--- config.mk ---
export PLATFORM = sky130hd
export DESIGN_NAME = alu8_core
export DESIGN_NICKNAME = d
export VERILOG_FILES = /design/src/rtl/alu8_pkg.sv /design/src/rtl/alu8_logic_unit.sv /design/src/rtl/alu8_ripple_adder.sv /design/src/rtl/alu8_arith_unit.sv /design/src/rtl/alu8_result_mux.sv /design/src/rtl/alu8_core.sv
export SDC_FILE = /design/constraint.sdc
export NUM_CORES = 1
export LEC_CHECK = 0
export BUFFER_PORTS_ARGS = -buffer_cell sky130_fd_sc_hd__buf_2
export CAP_MARGIN = 10
export CORE_ASPECT_RATIO = 2
export CORE_UTILIZATION = 40
export DETAILED_ROUTE_END_ITERATION = 8
export SYNTH_ARGS = -nofsm -noshare
export SYNTH_HDL_FRONTEND = slang
export SYNTH_SLANG_ARGS = --single-unit
--- constraint.sdc ---
create_clock -name vclk -period 10.4
set_clock_uncertainty 0.05 [all_clocks]
set_input_delay 0.52 -clock vclk [all_inputs]
set_output_delay 0.52 -clock vclk [all_outputs]
set_load 0.005 [all_outputs]
--- src/rtl/alu8_pkg.sv ---
package alu8_pkg;

    typedef enum logic [2:0] {
        OP_OR    = 3'd0,
        OP_INV_A = 3'd1,
        OP_SUB_B = 3'd2,
        OP_ADD   = 3'd3,
        OP_XOR   = 3'd4,
        OP_AND   = 3'd5,
        OP_DEC   = 3'd6,
        OP_INC   = 3'd7
    } alu_op_e;

    localparam int unsigned OP_COUNT = 8;
    localparam int unsigned OP_BITS  = 3;

    // Adder codes all have bit 1 set; logic codes all have it clear.
    function automatic logic op_uses_adder(input logic [OP_BITS-1:0] op);
        return op[1];
    endfunction

endpackage

--- src/rtl/alu8_logic_unit.sv ---
module alu8_logic_unit #(
    parameter int unsigned WIDTH = 8
) (
    input  logic [WIDTH-1:0] a_i,
    input  logic [WIDTH-1:0] b_i,
    output logic [WIDTH-1:0] or_o,
    output logic [WIDTH-1:0] inv_o,
    output logic [WIDTH-1:0] xor_o,
    output logic [WIDTH-1:0] and_o
);

    for (genvar i = 0; i < WIDTH; i++) begin : g_bit
        assign or_o[i]  = a_i[i] | b_i[i];
        assign inv_o[i] = ~a_i[i];
        assign xor_o[i] = a_i[i] ^ b_i[i];
        assign and_o[i] = a_i[i] & b_i[i];
    end

endmodule

--- src/rtl/alu8_ripple_adder.sv ---
module alu8_ripple_adder #(
    parameter int unsigned WIDTH = 8
) (
    input  logic [WIDTH-1:0] x_i,
    input  logic [WIDTH-1:0] y_i,
    input  logic             c_i,
    output logic [WIDTH-1:0] sum_o,
    output logic             c_o,
    output logic             v_o
);

    logic [WIDTH:0] chain;

    assign chain[0] = c_i;

    for (genvar i = 0; i < WIDTH; i++) begin : g_fa
        logic half;
        assign half        = x_i[i] ^ y_i[i];
        assign sum_o[i]    = half ^ chain[i];
        assign chain[i+1]  = (x_i[i] & y_i[i]) | (half & chain[i]);
    end

    assign c_o = chain[WIDTH];
    // Carry into and out of the sign position disagree on signed overflow.
    assign v_o = chain[WIDTH] ^ chain[WIDTH-1];

endmodule

--- src/rtl/alu8_arith_unit.sv ---
module alu8_arith_unit
    import alu8_pkg::*;
#(
    parameter int unsigned WIDTH = 8
) (
    input  logic [WIDTH-1:0]   a_i,
    input  logic [WIDTH-1:0]   b_i,
    input  logic               c_i,
    input  logic [OP_BITS-1:0] op_i,
    output logic [WIDTH-1:0]   sum_o,
    output logic               c_o,
    output logic               v_o
);

    logic [WIDTH-1:0] y_sel;

    // Second adder operand chosen by the code; logic codes reuse B.
    always_comb begin
        unique case (alu_op_e'(op_i))
            OP_SUB_B: y_sel = ~b_i;
            OP_ADD:   y_sel = b_i;
            OP_DEC:   y_sel = {WIDTH{1'b1}};
            OP_INC:   y_sel = '0;
            default:  y_sel = b_i;
        endcase
    end

    alu8_ripple_adder #(.WIDTH(WIDTH)) u_adder (
        .x_i   (a_i),
        .y_i   (y_sel),
        .c_i   (c_i),
        .sum_o (sum_o),
        .c_o   (c_o),
        .v_o   (v_o)
    );

endmodule

--- src/rtl/alu8_result_mux.sv ---
module alu8_result_mux #(
    parameter int unsigned WIDTH = 8,
    parameter int unsigned N_IN  = 8,
    localparam int unsigned SEL_W = $clog2(N_IN)
) (
    input  logic [N_IN-1:0][WIDTH-1:0] din_i,
    input  logic [SEL_W-1:0]           sel_i,
    output logic [WIDTH-1:0]           dout_o
);

    always_comb begin
        dout_o = '0;
        for (int k = 0; k < N_IN; k++) begin
            if (sel_i == SEL_W'(k)) dout_o = din_i[k];
        end
    end

endmodule

--- src/rtl/alu8_core.sv ---
module alu8_core
    import alu8_pkg::*;
#(
    parameter int unsigned WIDTH = 8
) (
    input  logic [WIDTH-1:0] opd_a,
    input  logic [WIDTH-1:0] opd_b,
    input  logic             carry_in,
    input  logic [2:0]       op_sel,
    output logic [WIDTH-1:0] result,
    output logic             carry_out,
    output logic             ovf
);

    logic [WIDTH-1:0] or_v, inv_v, xor_v, and_v, sum_v;
    logic             add_c, add_v, adder_op;
    logic [OP_COUNT-1:0][WIDTH-1:0] cand;

    alu8_logic_unit #(.WIDTH(WIDTH)) u_logic (
        .a_i   (opd_a),
        .b_i   (opd_b),
        .or_o  (or_v),
        .inv_o (inv_v),
        .xor_o (xor_v),
        .and_o (and_v)
    );

    alu8_arith_unit #(.WIDTH(WIDTH)) u_arith (
        .a_i   (opd_a),
        .b_i   (opd_b),
        .c_i   (carry_in),
        .op_i  (op_sel),
        .sum_o (sum_v),
        .c_o   (add_c),
        .v_o   (add_v)
    );

    always_comb begin
        cand[OP_OR]    = or_v;
        cand[OP_INV_A] = inv_v;
        cand[OP_SUB_B] = sum_v;
        cand[OP_ADD]   = sum_v;
        cand[OP_XOR]   = xor_v;
        cand[OP_AND]   = and_v;
        cand[OP_DEC]   = sum_v;
        cand[OP_INC]   = sum_v;
    end

    alu8_result_mux #(.WIDTH(WIDTH), .N_IN(OP_COUNT)) u_mux (
        .din_i  (cand),
        .sel_i  (op_sel),
        .dout_o (result)
    );

    assign adder_op  = op_uses_adder(op_sel);
    assign carry_out = adder_op & add_c;
    assign ovf       = adder_op & add_v;

endmodule

# [Word-level counts from Yosys, hierarchy flattened]
# Index checks and enable logic that the tools add are counted.
# Widths: inputs -> output; s select.
[totals] inputBits=20 register_bits=0 word_cells=93
[op_classes] bitwise=76 n_mux=9 eq_ne=7 reduce_logical=1
[ops] op="$mux 8" n=8
[ops] op="$and 1x1->1" n=26
[ops] op="$xor 1x1->1" n=25
[ops] op="$pmux 8 s3" n=1
[ops] op="$or 1x1->1" n=16
[ops] op="$eq 3x3->1 const B" n=4
[ops] op="$not 1->1" n=8
[ops] op="$not 8->8" n=1
[ops] op="$eq 3x2->1 const B" n=2
[ops] op="$eq 3x1->1 const B" n=1
[ops] op="$logic_not 3->1" n=1

# [Longest topological paths before layout]
[logic_depth] ltp_word=24 depth_mapped=17 mapped_depth_nobuf=15

# [Hierarchy]
# Synthesis repeated with hierarchy kept, for this count alone.
[unflattened] hier_cells=119 area_unflattened_um2=1320.0
[modules_own_cells] module="alu8_result_mux" seq_area_each_um2=0.0 cells_each=29 n_inst=1 area_each_um2=550.5
[modules_own_cells] module="alu8_logic_unit" seq_area_each_um2=0.0 cells_each=40 n_inst=1 area_each_um2=290.3
[modules_own_cells] module="alu8_arith_unit" seq_area_each_um2=0.0 cells_each=29 n_inst=1 area_each_um2=260.2
[modules_own_cells] module="alu8_ripple_adder" seq_area_each_um2=0.0 cells_each=19 n_inst=1 area_each_um2=206.4
[modules_own_cells] module="alu8_core" seq_area_each_um2=0.0 cells_each=2 n_inst=1 area_each_um2=12.5

# [Worst setup path before layout]
# Ideal clock, no wire load.
[synth_path] kind="input to output" startpoint="input op_sel[0]" endpoint="output result[7]" required_time_ns=9.830 t_arrival_ns=4.758 stages=17 slack_ns=5.072 path_cell_list="buf_2 > buf_4 > nor2b_1 > o21ai_0 > a21bo_2 > fa_1 > inv_1 > fa_1 > fa_1 > fa_1 > fa_1 > fa_1 > fa_1 > fa_1 > inv_1 > a221oi_1 > a22oi_1"
[synth_between] elab_chain_len=24
[synth_lines] element="start, declared" line="alu8_core.sv:9" text="input logic [2:0] op_sel,"
[synth_lines] element="$eq 3x3->1 / $eq 3x2->1 (equally long branches)" line="alu8_arith_unit.sv:19, alu8_result_mux.sv:14"
[synth_lines] element="$pmux 8 s3" line="alu8_arith_unit.sv:19" text="unique case (alu_op_e'(op_i))"
[synth_lines] element="$xor 1x1->1" line="alu8_ripple_adder.sv:18" text="assign half = x_i[i] ^ y_i[i];"
[synth_lines] element="$and 1x1->1" line="alu8_ripple_adder.sv:20" text="assign chain[i+1] = (x_i[i] & y_i[i]) | (half & chain[i]);"
[synth_lines] element="$or 1x1->1" line="alu8_ripple_adder.sv:20"
[synth_lines] element="$and 1x1->1" line="alu8_ripple_adder.sv:20"
[synth_lines] element="$or 1x1->1" line="alu8_ripple_adder.sv:20"
[synth_lines] element="$and 1x1->1" line="alu8_ripple_adder.sv:20"
[synth_lines] element="(+4 left out)"
[synth_lines] element="$or 1x1->1" line="alu8_ripple_adder.sv:20"
[synth_lines] element="$and 1x1->1" line="alu8_ripple_adder.sv:20"
[synth_lines] element="$or 1x1->1" line="alu8_ripple_adder.sv:20"
[synth_lines] element="$and 1x1->1" line="alu8_ripple_adder.sv:20"
[synth_lines] element="$or 1x1->1" line="alu8_ripple_adder.sv:20"
[synth_lines] element="$xor 1x1->1" line="alu8_ripple_adder.sv:19" text="assign sum_o[i] = half ^ chain[i];"
[synth_lines] element="$mux 8 (5 in series)" line="alu8_result_mux.sv:14" text="if (sel_i == SEL_W'(k)) dout_o = din_i[k];"
[synth_lines] element="$mux 8 *" line="alu8_result_mux.sv:14"
[synth_lines] element="end, declared" line="alu8_core.sv:10" text="output logic [WIDTH-1:0] result,"
# Every way passes the cells marked *; elsewhere a longest branch is shown, timed or not.

# [Worst setup path after layout]
[layout_path] startpoint="input op_sel[1]" endpoint="output result[7]"
# The elaborated chain is that of the path after synthesis.

==> summary.txt <==
GRT
  – GRT Resource Usage Total: 19.2%
  – First-pass GRT wire length: 4550 um
  – Vias in the first global route: 1099
  – Largest net degree at the start of global routing: 43
  – Overflow after GRT: 0
  – Antenna violations before repair: 0

Synthesis
  – Largest cells by area after synthesis: ha_1, fa_1, inv_1, mux2_2, a221oi_1
  – Synth Instances: 144
  – Dominant cell type by area after synthesis: ha_1
  – Syn_nets: 188
  – Synth Warn #: 0
  – Post-synth top area share: 17.5%
  – Post-Syn Area: 0.00115 mm2
  – Distinct cells, synth: 26
  – Sequential element share of the synthesized area: 0%
  – Syn Area/Cell: 7.96 um2

Worst setup path
  – Maximum fanout along the worst path: 42
  – Critical path type: input pin to output pin
  – Worst EP required: 9.83 ns
  – CP Launch Type: input pin
  – Critical Path AT: 5.60 ns
  – Critical path endpoint category: output pin

Die
  – Die span in y: 77.7 um
  – Cell Rows: 27
  – Core region area: 0.00274 mm2
  – Die area: 0.00310 mm2
  – Initial Util: 41.9%
  – Die X: 39.9 um
  – Number of I/O pins: 30

Routing
  – Vias: 1080
  – Remaining DRCs: 0
  – Drt initial violations: 19
  – WL per Instance: 14.4 um
  – Avg Vias per Cell: 5.65
  – Detailed Routing Iterations Pass 1: 4
  – Detailed Route WL: 2750 um
  – Final ANT Viol Nets: 0

Pwr
  – LEAKAGE: 0.677 nW
  – Power per standard cell area: 55.8 mW/mm2
  – Peak VDD IR: 0.0294 mV

Timing
  – Max-slew violations: 0
  – FMAX: 0.162 GHz
  – Final Cycle Share: 59.3%
  – Tmin final: 6.17 ns
  – Slew HR: 54.5%
  – Worst Tran Pin Value: 0.682 ns
  – Final setup TNS: 0 ns
  – Final hold viol count: 0
  – RSZ-0062 raised after global routing: false
  – Final setup fails: 0

Layout
  – Register area: 0 um2
  – Share of layout cells above drive strength 1: 25.3%
  – Number of clock buffers in the layout: 0
  – Nets: 208
  – Final instance area: 0.00126 mm2
  – Diode count: 0
  – Layout fillers: 283
  – P&R area growth vs syn: 9.72%
  – Multi-input gate area: 973 um2
  – Sequential cell count: 0

Run
  – Max-cap violations: 0

Clock tree
  – CTS Hold Bufs: 0
  – Postcts setup bufs: 0
  – Post-CTS sizing: 0

Placement
  – RePlAce Congestion: 0.759
  – Post-DP HPWL: 2060 um
  – Placed instance area: 0.00126 mm2
  – Number of port buffers: 30

Status
  – Outcome: complete, no violations

Hold path
  – Hold Path Class: input pin to output pin
layer usage:
layer	global-route usage, %	vias to the layer above	routed length, um
met5	0	-	0
met4	1.03	0	14
met3	0	2	32
met2	37.7	17	1550
met1	21.8	522	1150
li1	-	539	-
logic make-up after synthesis:
| kind of cell | Yosys count | share of synthesized area, % |
|---|---|---|
| adders and majority gates | 24 | 31.4 |
| muxes | 10 | 10.7 |
| and+or+nand+nor | 20 | 10.4 |
| buffers and inverters | 38 | 15.1 |
| xor gates and xnor gates | 1 | 0.764 |
| AOI/OAI and AO/OA | 51 | 31.7 |
path summary, 6_finish.rpt:
path / start / endpoint / slack, ns / depth (start not counted)
min: carry_in / result[0] / 1.46 / 4
max: op_sel[1] / result[7] / 4.23 / 17
through the flow:
stage	power, W	setup WS, ns	util, %	hold WS (ns)	std cells
2_1_floorplan	0.0000500	5.07	-	1.26	144
3_3_place_gp	0.0000681	4.48	46.0	1.46	191
3_5_place_dp	0.0000704	4.25	46.0	1.47	191
4_1_cts	0.0000709	4.25	46.0	1.47	191
5_1_grt	0.0000806	3.90	46.0	1.52	191
6_report	0.0000702	4.23	46.0	1.46	191
worst max-delay path, stage by stage:
cell and delay [ns]:
buf_2 0.53, nor2b_1 0.42, o21ai_0 0.14, a21bo_2 0.22, fa_1 0.16, inv_1 0.05, fa_1 0.37, fa_1 0.39
fa_1 0.41, fa_1 0.41, fa_1 0.42, fa_1 0.44, fa_1 0.53, inv_1 0.04, a221oi_1 0.28, a22oi_1 0.10
buf_2 0.16
cells in the final DEF, fill, tap and decap left out:
cell type	synthesis	layout
nor2_1	1	1
a21bo_2	1	1
o21ai_0	12	12
mux2i_1	1	1
nor2b_1	3	3
and2_1	1	1
mux2_2	8	8
a21boi_0	6	6
buf_2	3	30
fa_1	8	8
nor3b_1	7	7
ha_1	16	16
a2bb2oi_1	7	7
a21oi_1	1	1
o21ai_1	3	3
inv_1	26	26
a221oi_1	7	7
or3_4	1	1
nand2_1	7	7
a21o_1	7	7
a22oi_1	7	7
mux4_2	1	1
xor2_1	1	1
report_power, final:
part / switching, W / total, W / leakage [nW] / internal (W)
Clock: 0 / 0 / 0 / 0
Sequential: 0 / 0 / 0 / 0
Combinational: 0.0000359 / 0.0000702 / 0.677 / 0.0000343
synth_stat cells (2+ instances only):
| cell type | number |
|---|---|
| inv_1 | 26 |
| ha_1 | 16 |
| o21ai_0 | 12 |
| fa_1 | 8 |
| mux2_2 | 8 |
| a21o_1 | 7 |
| a221oi_1 | 7 |
| a22oi_1 | 7 |
| a2bb2oi_1 | 7 |
| nand2_1 | 7 |
| nor3b_1 | 7 |
| a21boi_0 | 6 |
| clkbuf_1 | 4 |
| buf_2 | 3 |
| buf_4 | 3 |
| nor2b_1 | 3 |
| o21ai_1 | 3 |
| buf_6 | 2 |
cell type report:
cell class         instances  share of cell area (%)
multi-input cells        106                    77.4
repair buffers            30                    11.9
inverters                 26                    7.76
well taps                 29                    2.89
Note: power is estimated with default switching activity, not from simulation.
